[config.mk]
export PLATFORM = sky130hd
export DESIGN_NAME = irq_trap_ctrl
export DESIGN_NICKNAME = d
export VERILOG_FILES = /design/src/rtl/irq_trap_pkg.sv /design/src/rtl/irq_timer.sv /design/src/rtl/irq_pending.sv /design/src/rtl/irq_trap_state.sv /design/src/rtl/irq_trap_ctrl.sv
export SDC_FILE = /design/constraint.sdc
export NUM_CORES = 1
export LEC_CHECK = 0
export BUFFER_PORTS_ARGS = -buffer_cell sky130_fd_sc_hd__clkbuf_2
export CAP_MARGIN = 40
export CORE_AREA = 2 2 238 240
export DETAILED_ROUTE_END_ITERATION = 7
export DIE_AREA = 0 0 240 242
export PLACE_DENSITY = 0.5
export SETUP_SLACK_MARGIN = 0.2
export SLEW_MARGIN = 15
export SYNTH_ARGS = -nofsm -noshare
export SYNTH_HDL_FRONTEND = slang
export SYNTH_HIERARCHICAL = 1
export SYNTH_SLANG_ARGS = --single-unit
[constraint.sdc]
create_clock -name clk -period 4.8 [get_ports clk]
set_clock_uncertainty 0.2 [all_clocks]
set_input_delay 0.48 -clock clk [delete_from_list [all_inputs] [get_ports clk]]
set_output_delay 0.48 -clock clk [all_outputs]
set_load 0.01 [all_outputs]
[src/rtl/irq_trap_pkg.sv]
package irq_trap_pkg;
    localparam int NUM_IRQ   = 8;
    localparam int IDX_W     = $clog2(NUM_IRQ);
    localparam int TIMER_IRQ = 7;
    localparam int IPI_IRQ   = 5;

    typedef struct packed {
        logic [NUM_IRQ-1:0] im;
        logic               sx;
        logic               ps;
        logic               s;
        logic               et;
    } status_t;

    localparam int ST_W = $bits(status_t);

    localparam status_t STATUS_RESET = '{im: {NUM_IRQ{1'b1}}, sx: 1'b1,
                                         ps: 1'b0, s: 1'b1, et: 1'b1};

    typedef struct packed {
        logic             take;
        logic [IDX_W-1:0] idx;
    } irq_sel_t;

    function automatic status_t enter_trap(status_t cur);
        status_t r;
        r    = cur;
        r.ps = cur.s;
        r.s  = 1'b1;
        r.et = 1'b0;
        return r;
    endfunction

    function automatic logic [IDX_W-1:0] lowest_set(logic [NUM_IRQ-1:0] v);
        logic [IDX_W-1:0] r;
        r = '0;
        for (int i = NUM_IRQ - 1; i >= 0; i--)
            if (v[i]) r = IDX_W'(i);
        return r;
    endfunction
endpackage

[src/rtl/irq_timer.sv]
module irq_timer #(
    parameter int CNT_W  = 32,
    parameter int STEP_W = 8
) (
    input  logic              clk,
    input  logic              rst,
    input  logic [STEP_W-1:0] step,
    input  logic              cnt_wr,
    input  logic [CNT_W-1:0]  cnt_wdata,
    input  logic              cmp_wr,
    input  logic [CNT_W-1:0]  cmp_wdata,
    output logic [CNT_W-1:0]  count_q,
    output logic              fire
);
    localparam int SUM_W = CNT_W + 1;

    logic [CNT_W-1:0] cmp_q;
    logic [SUM_W-1:0] sum;

    assign sum  = {1'b0, count_q} + SUM_W'(step);
    assign fire = !cnt_wr && (count_q < cmp_q) && (sum >= {1'b0, cmp_q});

    always_ff @(posedge clk) begin
        if (rst) begin
            count_q <= '0;
            cmp_q   <= '0;
        end else begin
            count_q <= cnt_wr ? cnt_wdata : sum[CNT_W-1:0];
            if (cmp_wr) cmp_q <= cmp_wdata;
        end
    end
endmodule

[src/rtl/irq_pending.sv]
module irq_pending
    import irq_trap_pkg::*;
(
    input  logic               clk,
    input  logic               rst,
    input  logic [NUM_IRQ-1:0] set_vec,
    input  logic [NUM_IRQ-1:0] clr_vec,
    input  logic [NUM_IRQ-1:0] mask,
    input  logic               enable,
    input  logic               running,
    output logic [NUM_IRQ-1:0] pending_q,
    output irq_sel_t           sel
);
    logic [NUM_IRQ-1:0] live;

    for (genvar i = 0; i < NUM_IRQ; i++) begin : g_bit
        always_ff @(posedge clk) begin
            if (rst)             pending_q[i] <= 1'b0;
            else if (set_vec[i]) pending_q[i] <= 1'b1;
            else if (clr_vec[i]) pending_q[i] <= 1'b0;
        end
    end

    assign live     = pending_q & mask;
    assign sel.take = running && enable && (|live);
    assign sel.idx  = lowest_set(live);
endmodule

[src/rtl/irq_trap_state.sv]
module irq_trap_state
    import irq_trap_pkg::*;
#(
    parameter int              XLEN      = 64,
    parameter int              CAUSE_W   = 8,
    parameter int              IRQ_BASE  = 16,
    parameter logic [XLEN-1:0] RESET_VEC = XLEN'(32'h2000)
) (
    input  logic               clk,
    input  logic               rst,
    input  irq_sel_t           sel,
    input  logic               ipi_deliver,
    input  logic               status_wr,
    input  status_t            status_wdata,
    input  logic               evec_wr,
    input  logic [XLEN-1:0]    evec_wdata,
    input  logic               pc_upd,
    input  logic [XLEN-1:0]    pc_next,
    input  logic [XLEN-1:0]    fault_addr,
    output status_t            status_q,
    output logic [XLEN-1:0]    pc_q,
    output logic [XLEN-1:0]    epc_q,
    output logic [CAUSE_W-1:0] cause_q,
    output logic [XLEN-1:0]    badaddr_q,
    output logic [XLEN-1:0]    evec_q,
    output logic               running_q
);
    localparam logic [CAUSE_W-1:0] BASE_CODE = CAUSE_W'(IRQ_BASE);

    always_ff @(posedge clk) begin
        if (rst) begin
            status_q  <= STATUS_RESET;
            pc_q      <= '0;
            epc_q     <= '0;
            cause_q   <= '0;
            badaddr_q <= '0;
            evec_q    <= RESET_VEC;
            running_q <= 1'b0;
        end else begin
            if (ipi_deliver) running_q <= 1'b1;
            if (evec_wr)     evec_q    <= evec_wdata;
            if (sel.take) begin
                status_q  <= enter_trap(status_q);
                epc_q     <= pc_q;
                pc_q      <= evec_q;
                cause_q   <= BASE_CODE + CAUSE_W'(sel.idx);
                badaddr_q <= fault_addr;
            end else begin
                if (status_wr) status_q <= status_wdata;
                if (pc_upd)    pc_q     <= pc_next;
            end
        end
    end
endmodule

[src/rtl/irq_trap_ctrl.sv]
module irq_trap_ctrl
    import irq_trap_pkg::*;
#(
    parameter int              XLEN      = 64,
    parameter int              CNT_W     = 32,
    parameter int              STEP_W    = 8,
    parameter int              CAUSE_W   = 8,
    parameter int              IRQ_BASE  = 16,
    parameter logic [XLEN-1:0] RESET_VEC = XLEN'(32'h2000)
) (
    input  logic               clk,
    input  logic               rst,
    input  logic [STEP_W-1:0]  cnt_step,
    input  logic               cnt_wr,
    input  logic [CNT_W-1:0]   cnt_wdata,
    input  logic               cmp_wr,
    input  logic [CNT_W-1:0]   cmp_wdata,
    input  logic [7:0]         irq_set,
    input  logic [7:0]         irq_clr,
    input  logic               ipi_deliver,
    input  logic               status_wr,
    input  logic [11:0]        status_wdata,
    input  logic               evec_wr,
    input  logic [XLEN-1:0]    evec_wdata,
    input  logic               pc_upd,
    input  logic [XLEN-1:0]    pc_next,
    input  logic [XLEN-1:0]    fault_addr,
    output logic               trap_take,
    output logic [7:0]         pending_q,
    output logic [11:0]        status_q,
    output logic [XLEN-1:0]    pc_q,
    output logic [XLEN-1:0]    epc_q,
    output logic [CAUSE_W-1:0] cause_q,
    output logic [XLEN-1:0]    badaddr_q,
    output logic [XLEN-1:0]    evec_q,
    output logic [CNT_W-1:0]   count_q,
    output logic               running
);
    logic               tmr_fire;
    logic [NUM_IRQ-1:0] set_vec;
    logic [NUM_IRQ-1:0] clr_vec;
    status_t            st;
    irq_sel_t           sel;

    assign set_vec = irq_set
                   | (NUM_IRQ'(tmr_fire)    << TIMER_IRQ)
                   | (NUM_IRQ'(ipi_deliver) << IPI_IRQ);
    assign clr_vec = irq_clr | (NUM_IRQ'(cmp_wr) << TIMER_IRQ);

    irq_timer #(.CNT_W(CNT_W), .STEP_W(STEP_W)) u_timer (
        .clk       (clk),
        .rst       (rst),
        .step      (cnt_step),
        .cnt_wr    (cnt_wr),
        .cnt_wdata (cnt_wdata),
        .cmp_wr    (cmp_wr),
        .cmp_wdata (cmp_wdata),
        .count_q   (count_q),
        .fire      (tmr_fire)
    );

    irq_pending u_pend (
        .clk       (clk),
        .rst       (rst),
        .set_vec   (set_vec),
        .clr_vec   (clr_vec),
        .mask      (st.im),
        .enable    (st.et),
        .running   (running),
        .pending_q (pending_q),
        .sel       (sel)
    );

    irq_trap_state #(
        .XLEN(XLEN), .CAUSE_W(CAUSE_W), .IRQ_BASE(IRQ_BASE), .RESET_VEC(RESET_VEC)
    ) u_state (
        .clk          (clk),
        .rst          (rst),
        .sel          (sel),
        .ipi_deliver  (ipi_deliver),
        .status_wr    (status_wr),
        .status_wdata (status_t'(status_wdata)),
        .evec_wr      (evec_wr),
        .evec_wdata   (evec_wdata),
        .pc_upd       (pc_upd),
        .pc_next      (pc_next),
        .fault_addr   (fault_addr),
        .status_q     (st),
        .pc_q         (pc_q),
        .epc_q        (epc_q),
        .cause_q      (cause_q),
        .badaddr_q    (badaddr_q),
        .evec_q       (evec_q),
        .running_q    (running)
    );

    assign status_q  = st;
    assign trap_take = sel.take;
endmodule

==> impl_summary.log, run 1 <==
INFO  metric vias_cell = around 4.6
INFO  metric detail_route.first_pass.iterations = 5
INFO  metric period_minus_slack = between 4000 and 5000 ps
INFO  metric clk_path_buf_depth = 3
INFO  metric synth_flop_cell = sky130_fd_sc_hd__dfxtp_1
INFO  metric crit_fanout = 7
INFO  metric tritoncts_num_sinks = between 300 and 400
INFO  metric synth_cell_types = between 60 and 70
INFO  metric run_status = finished clean
INFO  metric detail_route.wirelength = slightly below 60000 µm
INFO  metric end_kind = flop
INFO  metric r2r_setup_slack = between 600 and 700 ps
INFO  metric fp-row-count = slightly below 90
INFO  metric p_per_area = 351 nW/µm²
INFO  metric tritoncts = done
INFO  metric final_net_count = around 2700
INFO  metric starting_density = approximately 28%
INFO  metric chipWidth = ~240 µm
INFO  metric track_usage = between 15 and 20%
INFO  metric initialDrtViolationCount = between 600 and 700
INFO  metric die_ar = around 58000 µm²
INFO  metric grt-ovfl-total = 0
INFO  metric grt_pass1_vias = between 10000 and 15000
INFO  metric post-route-util = around two fifths
INFO  metric cts_repair_resize_count = 0
INFO  metric worst_ir_drop_vdd = approximately 0.21 mV
INFO  metric total_leakage_power = approximately 11 nW
INFO  metric core_area = between 50000 and 60000 µm²
INFO  metric routed-via-count = roughly 14000
INFO  metric timing.critical_path.arrival = between 4000 and 5000 ps
INFO  metric initial_antenna_violation_count = 3
INFO  metric post_synth_instance_area = ~16000 µm²
INFO  metric clock.fmax = around 240 MHz
INFO  metric cts.clk_slew.worst_paths = 60 ps
INFO  metric post_dp_cell_area = between 15000 and 20000 µm²
INFO  metric cts.root.buffer_cell = sky130_fd_sc_hd__clkbuf_16
INFO  metric synth_area_leaders = sky130_fd_sc_hd__dfxtp_1 (44%), sky130_fd_sc_hd__mux2i_1 (19%), sky130_fd_sc_hd__nor2_1 (6.4%), sky130_fd_sc_hd__ha_1 (5.7%), sky130_fd_sc_hd__a211oi_1 (3.1%)
INFO  metric synth_top_cell_area_share = between 40% and 50%
INFO  metric hold-path-cell-count = 4
INFO  metric post_synth_inst_count = between 1500 and 2000
INFO  metric hpwlAfterDp = roughly 44000 µm
INFO  metric critical_path_start_type = flop
INFO  metric synth.ff_latch_count = 345
INFO  metric edff_count_synth = 0
INFO  metric synthToLayoutAreaGrowth = 44.4%
INFO  metric io_pins = 618
INFO  metric hold_violation_count_in_the_final_report = 0
INFO  metric worst_skew_pair.late_latency = approximately 560 ps
INFO  metric antenna_left = 0
INFO  metric worstPathRequired = 5100 ps
INFO  metric max-slew-margin-rel = 43.1%
INFO  metric detail_route.wl_per_cell = between 15 and 20 µm
INFO  metric number_of_maximum_capacitance_violations = 0
INFO  metric drcViolationCount = 0
INFO  metric post_synth.cell_area_avg = 9.87 µm²
INFO  metric report.final.slew_viol_count = 0
INFO  metric synth_top_area_cell = sky130_fd_sc_hd__dfxtp_1
INFO  metric criticalPathCategory = flop to flop
INFO  metric ys_async_sr_fraction = 0%
INFO  metric seq_area_frac_synth = 44.4%
INFO  metric cts-buffers-inserted = 41
INFO  metric final_cell_area = roughly 22000 µm²
INFO  metric setup_repair_after_global_routing_missed_its_margin = no
INFO  metric gp_congestion = ~0.90
INFO  metric portbufs = between 600 and 700
INFO  metric grt_start_max_net_pins = 140
INFO  metric die_h = 242 µm
INFO  metric holdCritPathClass = input port to flop
INFO  metric final_layout_size_suffix_gt1_share = a little under a third
INFO  metric place_worst_setup_slack = between 400 and 500 ps
INFO  metric final.setup.tns = 0 ps
INFO  metric finalSetupViolCount = 0
INFO  metric worst_slew_pin_slew = 853 ps
INFO  metric fin_ws = 635 ps
INFO  metric rr_worst_depth = 17
INFO  metric synth.yosys.warnings = 6
INFO  metric grt_pass1_wl = around 88000 µm
INFO  metric finalCritPeriodShare = 86.8%
INFO  metric cts-htree-levels = 2
## state kept, by name, indices dropped and copies added (netlist names)
name and cells:
u_timer/cmp_q 32, u_state/epc_q 64, u_state/running_q 1, u_state/badaddr_q 64, u_state/evec_q 64, u_state/cause_q 4
u_state/status_q 12, u_state/pc_q 64, u_pend/pending_q 8, u_timer/count_q 32
## cells by family after synthesis
family | after synthesis | synth area share, %
AND/OR/NAND/NOR | 463 | 13.8
flip-flops | 345 | 44.4
multiplexers | 298 | 19.2
AO/OA/AOI/OAI | 213 | 9.76
buffers and inverters | 157 | 5.48
adder cells (fa/ha/maj) | 72 | 5.83
XOR/XNOR | 28 | 1.58
other | 1 | 0.0241
## worst paths after layout
| check | from | end |
|---|---|---|
| max reg2reg | u_timer/count_q[0]$_SDFF_PP0_ | u_pend/pending_q[7]$_SDFFE_PP0P_ |
| max | u_timer/count_q[0]$_SDFF_PP0_ | u_pend/pending_q[7]$_SDFFE_PP0P_ |
| min | irq_clr[0] | u_pend/pending_q[0]$_SDFFE_PP0P_ |
| min reg2reg | u_state/cause_q[4]$_SDFFE_PP0P_ | u_state/cause_q[4]$_SDFFE_PP0P_ |
## stage by stage
step | hold slack (ps) | total power [mW] | instances
after floorplan | 260 | 4.13 | 1580
after global placement | 260 | 4.68 | 2866
after detailed placement | 267 | 4.71 | 2867
after CTS | 4.42 | 8.01 | 3136
after global routing | 23.8 | 8.29 | 3139
final | 51.2 | 7.90 | 3139
## worst max-delay path: stages (launching register included)
cell and delay (ps):
sky130_fd_sc_hd__dfxtp_1 320, sky130_fd_sc_hd__ha_1 240, sky130_fd_sc_hd__fa_1 430, sky130_fd_sc_hd__a211oi_1 350, sky130_fd_sc_hd__o211ai_1 390, sky130_fd_sc_hd__and2_1 330
sky130_fd_sc_hd__nand3_1 140, sky130_fd_sc_hd__xnor2_1 100, sky130_fd_sc_hd__ha_1 340, sky130_fd_sc_hd__nand4_1 100, sky130_fd_sc_hd__nor4_1 270, sky130_fd_sc_hd__nand2_1 160
sky130_fd_sc_hd__o21bai_1 180, sky130_fd_sc_hd__a311oi_1 60, sky130_fd_sc_hd__a211oi_1 240, sky130_fd_sc_hd__or2_1 130, sky130_fd_sc_hd__a21oi_1 30, sky130_fd_sc_hd__nor2_1 100
## final cells by class
class                   count  area [µm²]
fillers                  5619       33300
multi-input cells        1078        7830
flip-flops and latches    345        6910
repair buffers            829        5240
clock buffers              63        1190
well taps                 756         946
inverters                  57         215
clock inverters             9         146
diodes                      2        5.00
## synthesized netlist by cell type, types with 3 or more instances
| cell | n |
|---|---|
| sky130_fd_sc_hd__nand3b_1 | 9 |
| sky130_fd_sc_hd__nand4_1 | 20 |
| sky130_fd_sc_hd__buf_6 | 15 |
| sky130_fd_sc_hd__a21oi_1 | 46 |
| sky130_fd_sc_hd__nand3_1 | 15 |
| sky130_fd_sc_hd__nor4_2 | 3 |
| sky130_fd_sc_hd__nand2_1 | 49 |
| sky130_fd_sc_hd__o211ai_1 | 14 |
| sky130_fd_sc_hd__dfxtp_1 | 345 |
| sky130_fd_sc_hd__buf_1 | 7 |
| sky130_fd_sc_hd__clkbuf_1 | 35 |
| sky130_fd_sc_hd__and2_1 | 3 |
| sky130_fd_sc_hd__nand2b_1 | 5 |
| sky130_fd_sc_hd__ha_1 | 71 |
| sky130_fd_sc_hd__nor2b_1 | 66 |
| sky130_fd_sc_hd__a211oi_1 | 64 |
| sky130_fd_sc_hd__and4_1 | 3 |
| sky130_fd_sc_hd__a21o_1 | 8 |
| sky130_fd_sc_hd__mux2i_1 | 298 |
| sky130_fd_sc_hd__o211a_1 | 4 |
| sky130_fd_sc_hd__o21a_1 | 26 |
| sky130_fd_sc_hd__buf_4 | 11 |
| sky130_fd_sc_hd__buf_2 | 25 |
| sky130_fd_sc_hd__o21ai_0 | 21 |
| sky130_fd_sc_hd__xnor2_1 | 17 |
| sky130_fd_sc_hd__inv_1 | 56 |
| sky130_fd_sc_hd__buf_8 | 7 |
| sky130_fd_sc_hd__a211oi_2 | 6 |
| sky130_fd_sc_hd__or2_2 | 3 |
| sky130_fd_sc_hd__or2_1 | 3 |
| sky130_fd_sc_hd__nor3_1 | 4 |
| sky130_fd_sc_hd__nor2_1 | 266 |
| sky130_fd_sc_hd__xor2_1 | 11 |
| sky130_fd_sc_hd__nor4_1 | 4 |
## placed cells by master (no fill, tap or decap), types with 15 or more instances in the layout
cell,count
sky130_fd_sc_hd__o21a_1,26
sky130_fd_sc_hd__nand4_1,20
sky130_fd_sc_hd__nor2_1,266
sky130_fd_sc_hd__clkbuf_2,610
sky130_fd_sc_hd__buf_4,18
sky130_fd_sc_hd__nand2_1,49
sky130_fd_sc_hd__ha_1,71
sky130_fd_sc_hd__dlygate4sd3_1,197
sky130_fd_sc_hd__nand3_1,15
sky130_fd_sc_hd__clkbuf_16,41
sky130_fd_sc_hd__a21oi_1,46
sky130_fd_sc_hd__dfxtp_1,345
sky130_fd_sc_hd__xnor2_1,17
sky130_fd_sc_hd__a211oi_1,64
sky130_fd_sc_hd__mux2i_1,298
sky130_fd_sc_hd__inv_1,55
sky130_fd_sc_hd__nor2b_1,66
sky130_fd_sc_hd__o21ai_0,21
## where the power goes
| group | leakage (nW) | switching, mW | total [mW] | internal (mW) |
|---|---|---|---|---|
| Combinational | 7.20 | 0.821 | 1.54 | 0.717 |
| Clock | 0.652 | 1.24 | 3.11 | 1.87 |
| Sequential | 2.84 | 0.178 | 3.25 | 3.07 |
## what timing repair did
action / CTS / global route
hold buffers: 197 / 0
setup endpoints to repair: 0 / 0
hold endpoints to repair: 192 / 0
setup buffers: 0 / 0
## routing by layer
| layer | share of wire [%] | track usage, % | vias to the layer above |
|---|---|---|---|
| met5 | 0.014 | 0 | - |
| met1 | 39 | 22.1 | 6713 |
| li1 | - | - | 7022 |
| met2 | 48 | 33.7 | 487 |
| met4 | 4.5 | 8.55 | 2 |
| met3 | 8.5 | 6.35 | 123 |
No activity file was read; power rests on OpenSTA's default activity.
==> run 2, diff against run 1 <==
CORE_AREA = 3 3 239 241   (was 2 2 238 240)
DIE_AREA = 0 0 242 244   (was 0 0 240 242)
==> impl_summary.log, run 2 (same netlist as run 1, synthesis figures left out) <==
INFO  metric run_status = finished clean
INFO  metric worstPathRequired = just over 5000 ps
INFO  metric cp_num_buf_inv = 0
INFO  metric grt_pass1_vias = 14927
INFO  metric rr_startpoint = u_timer/count_q[0]$_SDFF_PP0_
INFO  metric initialDrtViolationCount = 632
INFO  metric vias_cell = 4.60
INFO  metric placedCellCount = ~2900
INFO  metric cts.clk_slew.worst_paths = approximately 60 ps
INFO  metric worst_slew_pin_slew = 940 ps
INFO  metric critical_path.reg2reg.endpoint = u_pend/pending_q[7]$_SDFFE_PP0P_
INFO  metric final_cell_count_no_fill = 3139
INFO  metric criticalPathCategory = flop to flop
INFO  metric setup_repair_after_global_routing_missed_its_margin = no
INFO  metric cts-buffers-inserted = 42
INFO  metric critPathSlowestCell = sky130_fd_sc_hd__fa_1
INFO  metric core_area = 55100 µm²
INFO  metric total_leakage_power = 10.7 nW
INFO  metric hpwlAfterDp = approximately 44000 µm
INFO  metric finalCritPeriodShare = slightly below 90%
INFO  metric clock.fmax = 237 MHz
INFO  metric hold-path-cell-count = 3
INFO  metric final.setup.tns = 0 ps
INFO  metric hold_path.startpoint = cnt_wdata[29]
INFO  metric post_cts.repair.setup_buffers = 0
INFO  metric rr_worst_depth = 17
INFO  metric crit_fanout = 7
INFO  metric clk_path_buf_depth = 3
INFO  metric grt_start_max_net_pins = 176
INFO  metric drcViolationCount = 0
INFO  metric internal-power = ~5.6 mW
INFO  metric holdCritPathClass = input port to flop
INFO  metric number_of_maximum_capacitance_violations = 0
INFO  metric cts.root.buffer_cell = sky130_fd_sc_hd__clkbuf_16
INFO  metric gp_congestion = around 0.94
INFO  metric switching_share = approximately 29%
INFO  metric starting_density = 28.3%
INFO  metric hold_violation_count_in_the_final_report = 0
INFO  metric grt_pass1_wl = approximately 90000 µm
INFO  metric power_frac_seq = between 40 and 50%
INFO  metric cp_top_family = compound AO/OA/AOI/OAI gates
INFO  metric synthToLayoutAreaGrowth = 45.1%
INFO  metric tritoncts_num_sinks = 345
INFO  metric report.final.slew_viol_count = 0
INFO  metric critical_path_start_type = flop
INFO  metric grt-ovfl-total = 0
INFO  metric crit_chain = ha_1, fa_1, a211oi_1, o211ai_1, and2_1, nand3_1, xnor2_1, ha_1, nand4_1, nor4_1, nand2_1, o21bai_1, a311oi_1, a211oi_1, or2_1, a21oi_1, nor2_1
INFO  metric detail_route.first_pass.iterations = 5
INFO  metric cts-htree-levels = 2
INFO  metric worst_skew_pair.late_latency = 570 ps
INFO  metric routed-via-count = ~14000
INFO  metric end_kind = flop
INFO  metric period_minus_slack = roughly 4200 ps
INFO  metric fp-row-count = 86
INFO  metric die_ar = a little under 60000 µm²
INFO  metric io_pins = around 600
INFO  metric detail_route.wl_per_cell = roughly 19 µm
INFO  metric layout_commonest_cell = sky130_fd_sc_hd__clkbuf_2
INFO  metric layout.cells.most_common_list = sky130_fd_sc_hd__clkbuf_2 (610), sky130_fd_sc_hd__dfxtp_1 (345), sky130_fd_sc_hd__mux2i_1 (298), sky130_fd_sc_hd__nor2_1 (266), sky130_fd_sc_hd__dlygate4sd3_1 (204)
INFO  metric portbufs = about 610
INFO  metric antenna_left = 0
INFO  metric power.share.clock = around two fifths
INFO  metric tritoncts = done
INFO  metric initial_antenna_violation_count = 3
INFO  metric detail_route.wirelength = ~60000 µm
INFO  metric finalSetupViolCount = 0
INFO  metric die_h = ~240 µm
INFO  metric combinational_cell_fraction_of_total_power = ~20%
INFO  metric power.net_switching = 2.28 mW
INFO  metric final_net_count = approximately 2700
INFO  metric timing.critical_path.arrival = 4520 ps
INFO  metric track_usage = ~20%
INFO  metric r2r_setup_slack = about 590 ps
INFO  metric worst_ir_drop_vdd = around 0.24 mV
INFO  metric p_per_area = between 300 and 400 nW/µm²
INFO  metric final_layout_size_suffix_gt1_share = 30.2%
INFO  metric max-slew-margin-rel = 37.3%
INFO  metric crit_path_max_incr_delay = roughly 440 ps
INFO  metric chipWidth = 242 µm
INFO  metric destination_of_the_worst_hold_path = u_timer/count_q[29]$_SDFF_PP0_
run 2: cell count changes in the layout (fill, tap and decap cells not counted), sizes merged:
cell,previous run,this run
inv,56,58
bufinv,3,0
diode,2,3
clkbuf,673,676
buf,22,20
dlygate4sd3,197,204
run 2: how the worst max path moves through the flow:
stage | slack (ps) | cells after the start | endpoint | startpoint
global placement | 510 | 18 | u_pend/pending_q[7]$_SDFFE_PP0P_ | cnt_step[0]
floorplan | 1110 | 17 | u_pend/pending_q[7]$_SDFFE_PP0P_ | cnt_step[7]
global route | 210 | 17 | u_pend/pending_q[7]$_SDFFE_PP0P_ | u_timer/count_q[0]$_SDFF_PP0_
CTS | 650 | 17 | u_pend/pending_q[7]$_SDFFE_PP0P_ | u_timer/count_q[0]$_SDFF_PP0_
detailed placement | 440 | 18 | u_pend/pending_q[7]$_SDFFE_PP0P_ | cnt_step[0]
finish | 590 | 17 | u_pend/pending_q[7]$_SDFFE_PP0P_ | u_timer/count_q[0]$_SDFF_PP0_
run 2: what timing repair did:
action,in CTS,in global routing
gates resized for setup,0,1
endpoints found under the hold margin,198,0
endpoints found under the setup margin,0,1
hold buffers,204,0
run 2: layout make-up:
| class | count | area (µm²) |
|---|---|---|
| repair buffers | 834 | 5330 |
| inverters | 57 | 215 |
| well taps | 748 | 936 |
| clock inverters | 8 | 85.1 |
| flip-flops and latches | 345 | 6910 |
| diodes | 3 | 7.51 |
| multi-input cells | 1078 | 7830 |
| clock buffers | 66 | 1280 |
| fillers | 5603 | 32500 |
run 2: power groups by stage:
stage	clock network (mW)	logic, mW	registers, mW
global placement	0	1.39	3.31
detailed placement	0	1.41	3.31
CTS	3.23	1.55	3.25
floorplan	0	0.783	3.34
finish	3.12	1.55	3.25
global route	3.33	1.70	3.28
run 2: tightest hold or removal path: stages:
cell and delay [ps]:
sky130_fd_sc_hd__clkbuf_2 80, sky130_fd_sc_hd__o21a_1 100, sky130_fd_sc_hd__o21a_1 110
run 2: layer usage:
layer  vias up  global-route usage (%)  share of wire (%)
met5         -                       0                  0
met4         0                    7.76                3.9
met1      6786                    22.3                 40
met3       108                    5.14                7.1
li1       7025                       -                  -
met2       520                    34.8                 49
run 2: through the flow:
stage | power (mW) | worst slack (ps) | hold WS, ps | instance area (µm²) | utilization (%)
floorplan | 4.13 | 1110 | 260 | 15600 | -
global placement | 4.70 | 506 | 244 | 19100 | 34.7
detailed placement | 4.72 | 441 | 256 | 19200 | 34.8
CTS | 8.04 | 647 | 1.42 | 22600 | 41.0
global route | 8.31 | 212 | 19.4 | 22600 | 41.0
finish | 7.92 | 588 | 39.4 | 22600 | 41.0
==> run 3, diff against run 2 <==
RECOVER_POWER = 100   (was unset)
==> impl_summary.log, run 3 (same netlist as run 1, synthesis figures left out) <==
INFO  metric drcViolationCount = 0
INFO  metric tritoncts_num_sinks = roughly 350
INFO  metric io_pins = 618
INFO  metric starting_density = roughly 28%
INFO  metric core_area = between 50000 and 60000 µm²
INFO  metric holdCritPathClass = input port to flop
INFO  metric finalCritPeriodShare = 89.9%
INFO  metric setup_repair_after_global_routing_missed_its_margin = no
INFO  metric layout.cells.most_common_list = sky130_fd_sc_hd__dfxtp_1 (345), sky130_fd_sc_hd__clkbuf_1 (328), sky130_fd_sc_hd__clkbuf_2 (298), sky130_fd_sc_hd__mux2i_1 (298), sky130_fd_sc_hd__nor2_1 (266)
INFO  metric violated_checks = max-capacitance violations, max-slew violations
INFO  metric timing.critical_path.arrival = approximately 4600 ps
INFO  metric crit_path_max_incr_delay = about 650 ps
INFO  metric tritoncts = done
INFO  metric cts.root.buffer_cell = sky130_fd_sc_hd__clkbuf_16
INFO  metric power.net_switching = about 2.3 mW
INFO  metric hpwlAfterDp = around 44000 µm
INFO  metric final_layout_size_suffix_gt1_share = between 15 and 20%
INFO  metric crit_fanout = 5
INFO  metric critical_path.reg2reg.endpoint = u_pend/pending_q[7]$_SDFFE_PP0P_
INFO  metric worst_slew_pin_slew = 3800 ps
INFO  metric number_of_maximum_capacitance_violations = 5
INFO  metric power.share.clock = between 30% and 40%
INFO  metric rr_startpoint = u_timer/count_q[3]$_SDFF_PP0_
INFO  metric destination_of_the_worst_hold_path = u_timer/count_q[29]$_SDFF_PP0_
INFO  metric die_h = around 240 µm
INFO  metric worstPathRequired = between 5000 and 6000 ps
INFO  metric portbufs = 613
INFO  metric finalSetupViolCount = 0
INFO  metric grt_pass1_wl = around 90000 µm
INFO  metric clock.fmax = 232 MHz
INFO  metric critPathSlowestCell = sky130_fd_sc_hd__o21ai_0
INFO  metric internal-power = 5.60 mW
INFO  metric period_minus_slack = ~4300 ps
INFO  metric r2r_setup_slack = a little under 500 ps
INFO  metric cts-buffers-inserted = 42
INFO  metric switching_share = slightly below 30%
INFO  metric antenna_left = 0
INFO  metric post_cts.repair.setup_buffers = 0
INFO  metric worst_ir_drop_vdd = ~0.24 mV
INFO  metric vias_cell = 4.61
INFO  metric combinational_cell_fraction_of_total_power = 19.2%
INFO  metric chipWidth = about 240 µm
INFO  metric holdWs = 36.9 ps
INFO  metric routed-via-count = roughly 14000
INFO  metric gp_congestion = around 0.94
INFO  metric final.setup.tns = 0 ps
INFO  metric report.final.slew_viol_count = between 300 and 400
INFO  metric initialDrtViolationCount = ~630
INFO  metric hold_path.startpoint = cnt_wdata[29]
INFO  metric die_ar = between 50000 and 60000 µm²
INFO  metric fp-row-count = 86
INFO  metric layout_commonest_cell = sky130_fd_sc_hd__dfxtp_1
INFO  metric grt_pass1_vias = 14927
INFO  metric run_status = finished with violations
INFO  metric grt_start_max_net_pins = between 150 and 200
INFO  metric criticalPathCategory = flop to flop
INFO  metric power_frac_seq = about two fifths
INFO  metric detail_route.first_pass.iterations = 4
INFO  metric critical_path_start_type = flop
INFO  metric rr_worst_depth = 16
INFO  metric detail_route.wl_per_cell = approximately 19 µm
INFO  metric worst_skew_pair.late_latency = 570 ps
INFO  metric track_usage = approximately a fifth
INFO  metric max-slew-margin-rel = -154%
INFO  metric cts.clk_slew.worst_paths = ~60 ps
INFO  metric hold-path-cell-count = 3
INFO  metric initial_antenna_violation_count = 3
INFO  metric crit_chain = ha_1, o21ai_0, o21ai_0, a211o_1, nand4_1, xnor2_1, ha_1, nand4_1, nor4_1, nand2_1, o21bai_1, a311oi_1, a211oi_1, or2_1, a21oi_1, nor2_1
INFO  metric cts-htree-levels = 2
INFO  metric hold_violation_count_in_the_final_report = 0
INFO  metric final_net_count = about 2700
INFO  metric detail_route.wirelength = about 60000 µm
INFO  metric synthToLayoutAreaGrowth = 42.0%
INFO  metric clk_path_buf_depth = 3
INFO  metric p_per_area = roughly 360 nW/µm²
INFO  metric end_kind = flop
INFO  metric grt-ovfl-total = 0
INFO  metric total_leakage_power = 9.67 nW
==> run 3: changes by cell type in the layout (fill, tap and decap cells not counted), sizes merged <==
cell	previous run	this run
buf	20	12
clkbuf	676	684
==> run 3: metal layers <==
layer  part of all wire [%]  routed length, µm  global-route usage [%]  up-vias
met4                    3.9               2360                    7.76        0
met5                      0                  0                       0        -
li1                       -                  -                       -     7029
met2                     50              29800                    34.8      499
met3                    6.7               4010                    5.14      110
met1                     40              23900                    22.3     6828
==> run 3: what timing repair did <==
action	in CTS	in global routing
hold endpoints to repair	198	0
setup endpoints to repair	0	1
gates resized for setup	0	1
hold buffers	204	0
==> run 3: cell type report <==
cell class	count	area (µm²)
flip-flops and latches	345	6910
multi-input cells	1078	7800
inverters	57	215
clock buffers	66	1280
clock inverters	8	85.1
diodes	3	7.51
well taps	748	936
fillers	5757	33000
repair buffers	834	4870
==> run 3: worst max-delay path by stage <==
stage | startpoint | end | cells after the start
after floorplan | cnt_step[7] | u_pend/pending_q[7]$_SDFFE_PP0P_ | 17
after global placement | cnt_step[0] | u_pend/pending_q[7]$_SDFFE_PP0P_ | 18
after detailed placement | cnt_step[0] | u_pend/pending_q[7]$_SDFFE_PP0P_ | 18
after CTS | u_timer/count_q[0]$_SDFF_PP0_ | u_pend/pending_q[7]$_SDFFE_PP0P_ | 17
after global routing | u_timer/count_q[0]$_SDFF_PP0_ | u_pend/pending_q[7]$_SDFFE_PP0P_ | 17
final | u_timer/count_q[3]$_SDFF_PP0_ | u_pend/pending_q[7]$_SDFFE_PP0P_ | 16
==> run 3: metrics by stage <==
step / util, % / total power, mW / setup slack (ps) / instance area, µm² / std cells
6_report: 40.1 / 7.88 / 487 / 22100 / 3139
5_1_grt: 40.1 / 8.27 / 159 / 22100 / 3138
4_1_cts: 41.0 / 8.04 / 647 / 22600 / 3136
3_5_place_dp: 34.8 / 4.72 / 441 / 19200 / 2858
3_3_place_gp: 34.7 / 4.70 / 506 / 19100 / 2856
2_1_floorplan: - / 4.13 / 1110 / 15600 / 1580
==> run 3: critical path: cells and delay by family, from the launching register on <==
family / cells / cell delay, ps
AND/OR/NAND/NOR: 6 / 1090
adder cells (fa/ha/maj): 2 / 700
flip-flops: 1 / 340
XOR/XNOR: 1 / 180
AO/OA/AOI/OAI: 7 / 1740
==> run 3: power by group through the flow <==
stage | sequential (mW) | combinational [mW] | clock [mW]
6_report | 3.25 | 1.51 | 3.12
2_1_floorplan | 3.34 | 0.783 | 0
5_1_grt | 3.28 | 1.66 | 3.33
3_5_place_dp | 3.31 | 1.41 | 0
4_1_cts | 3.25 | 1.55 | 3.23
3_3_place_gp | 3.31 | 1.39 | 0
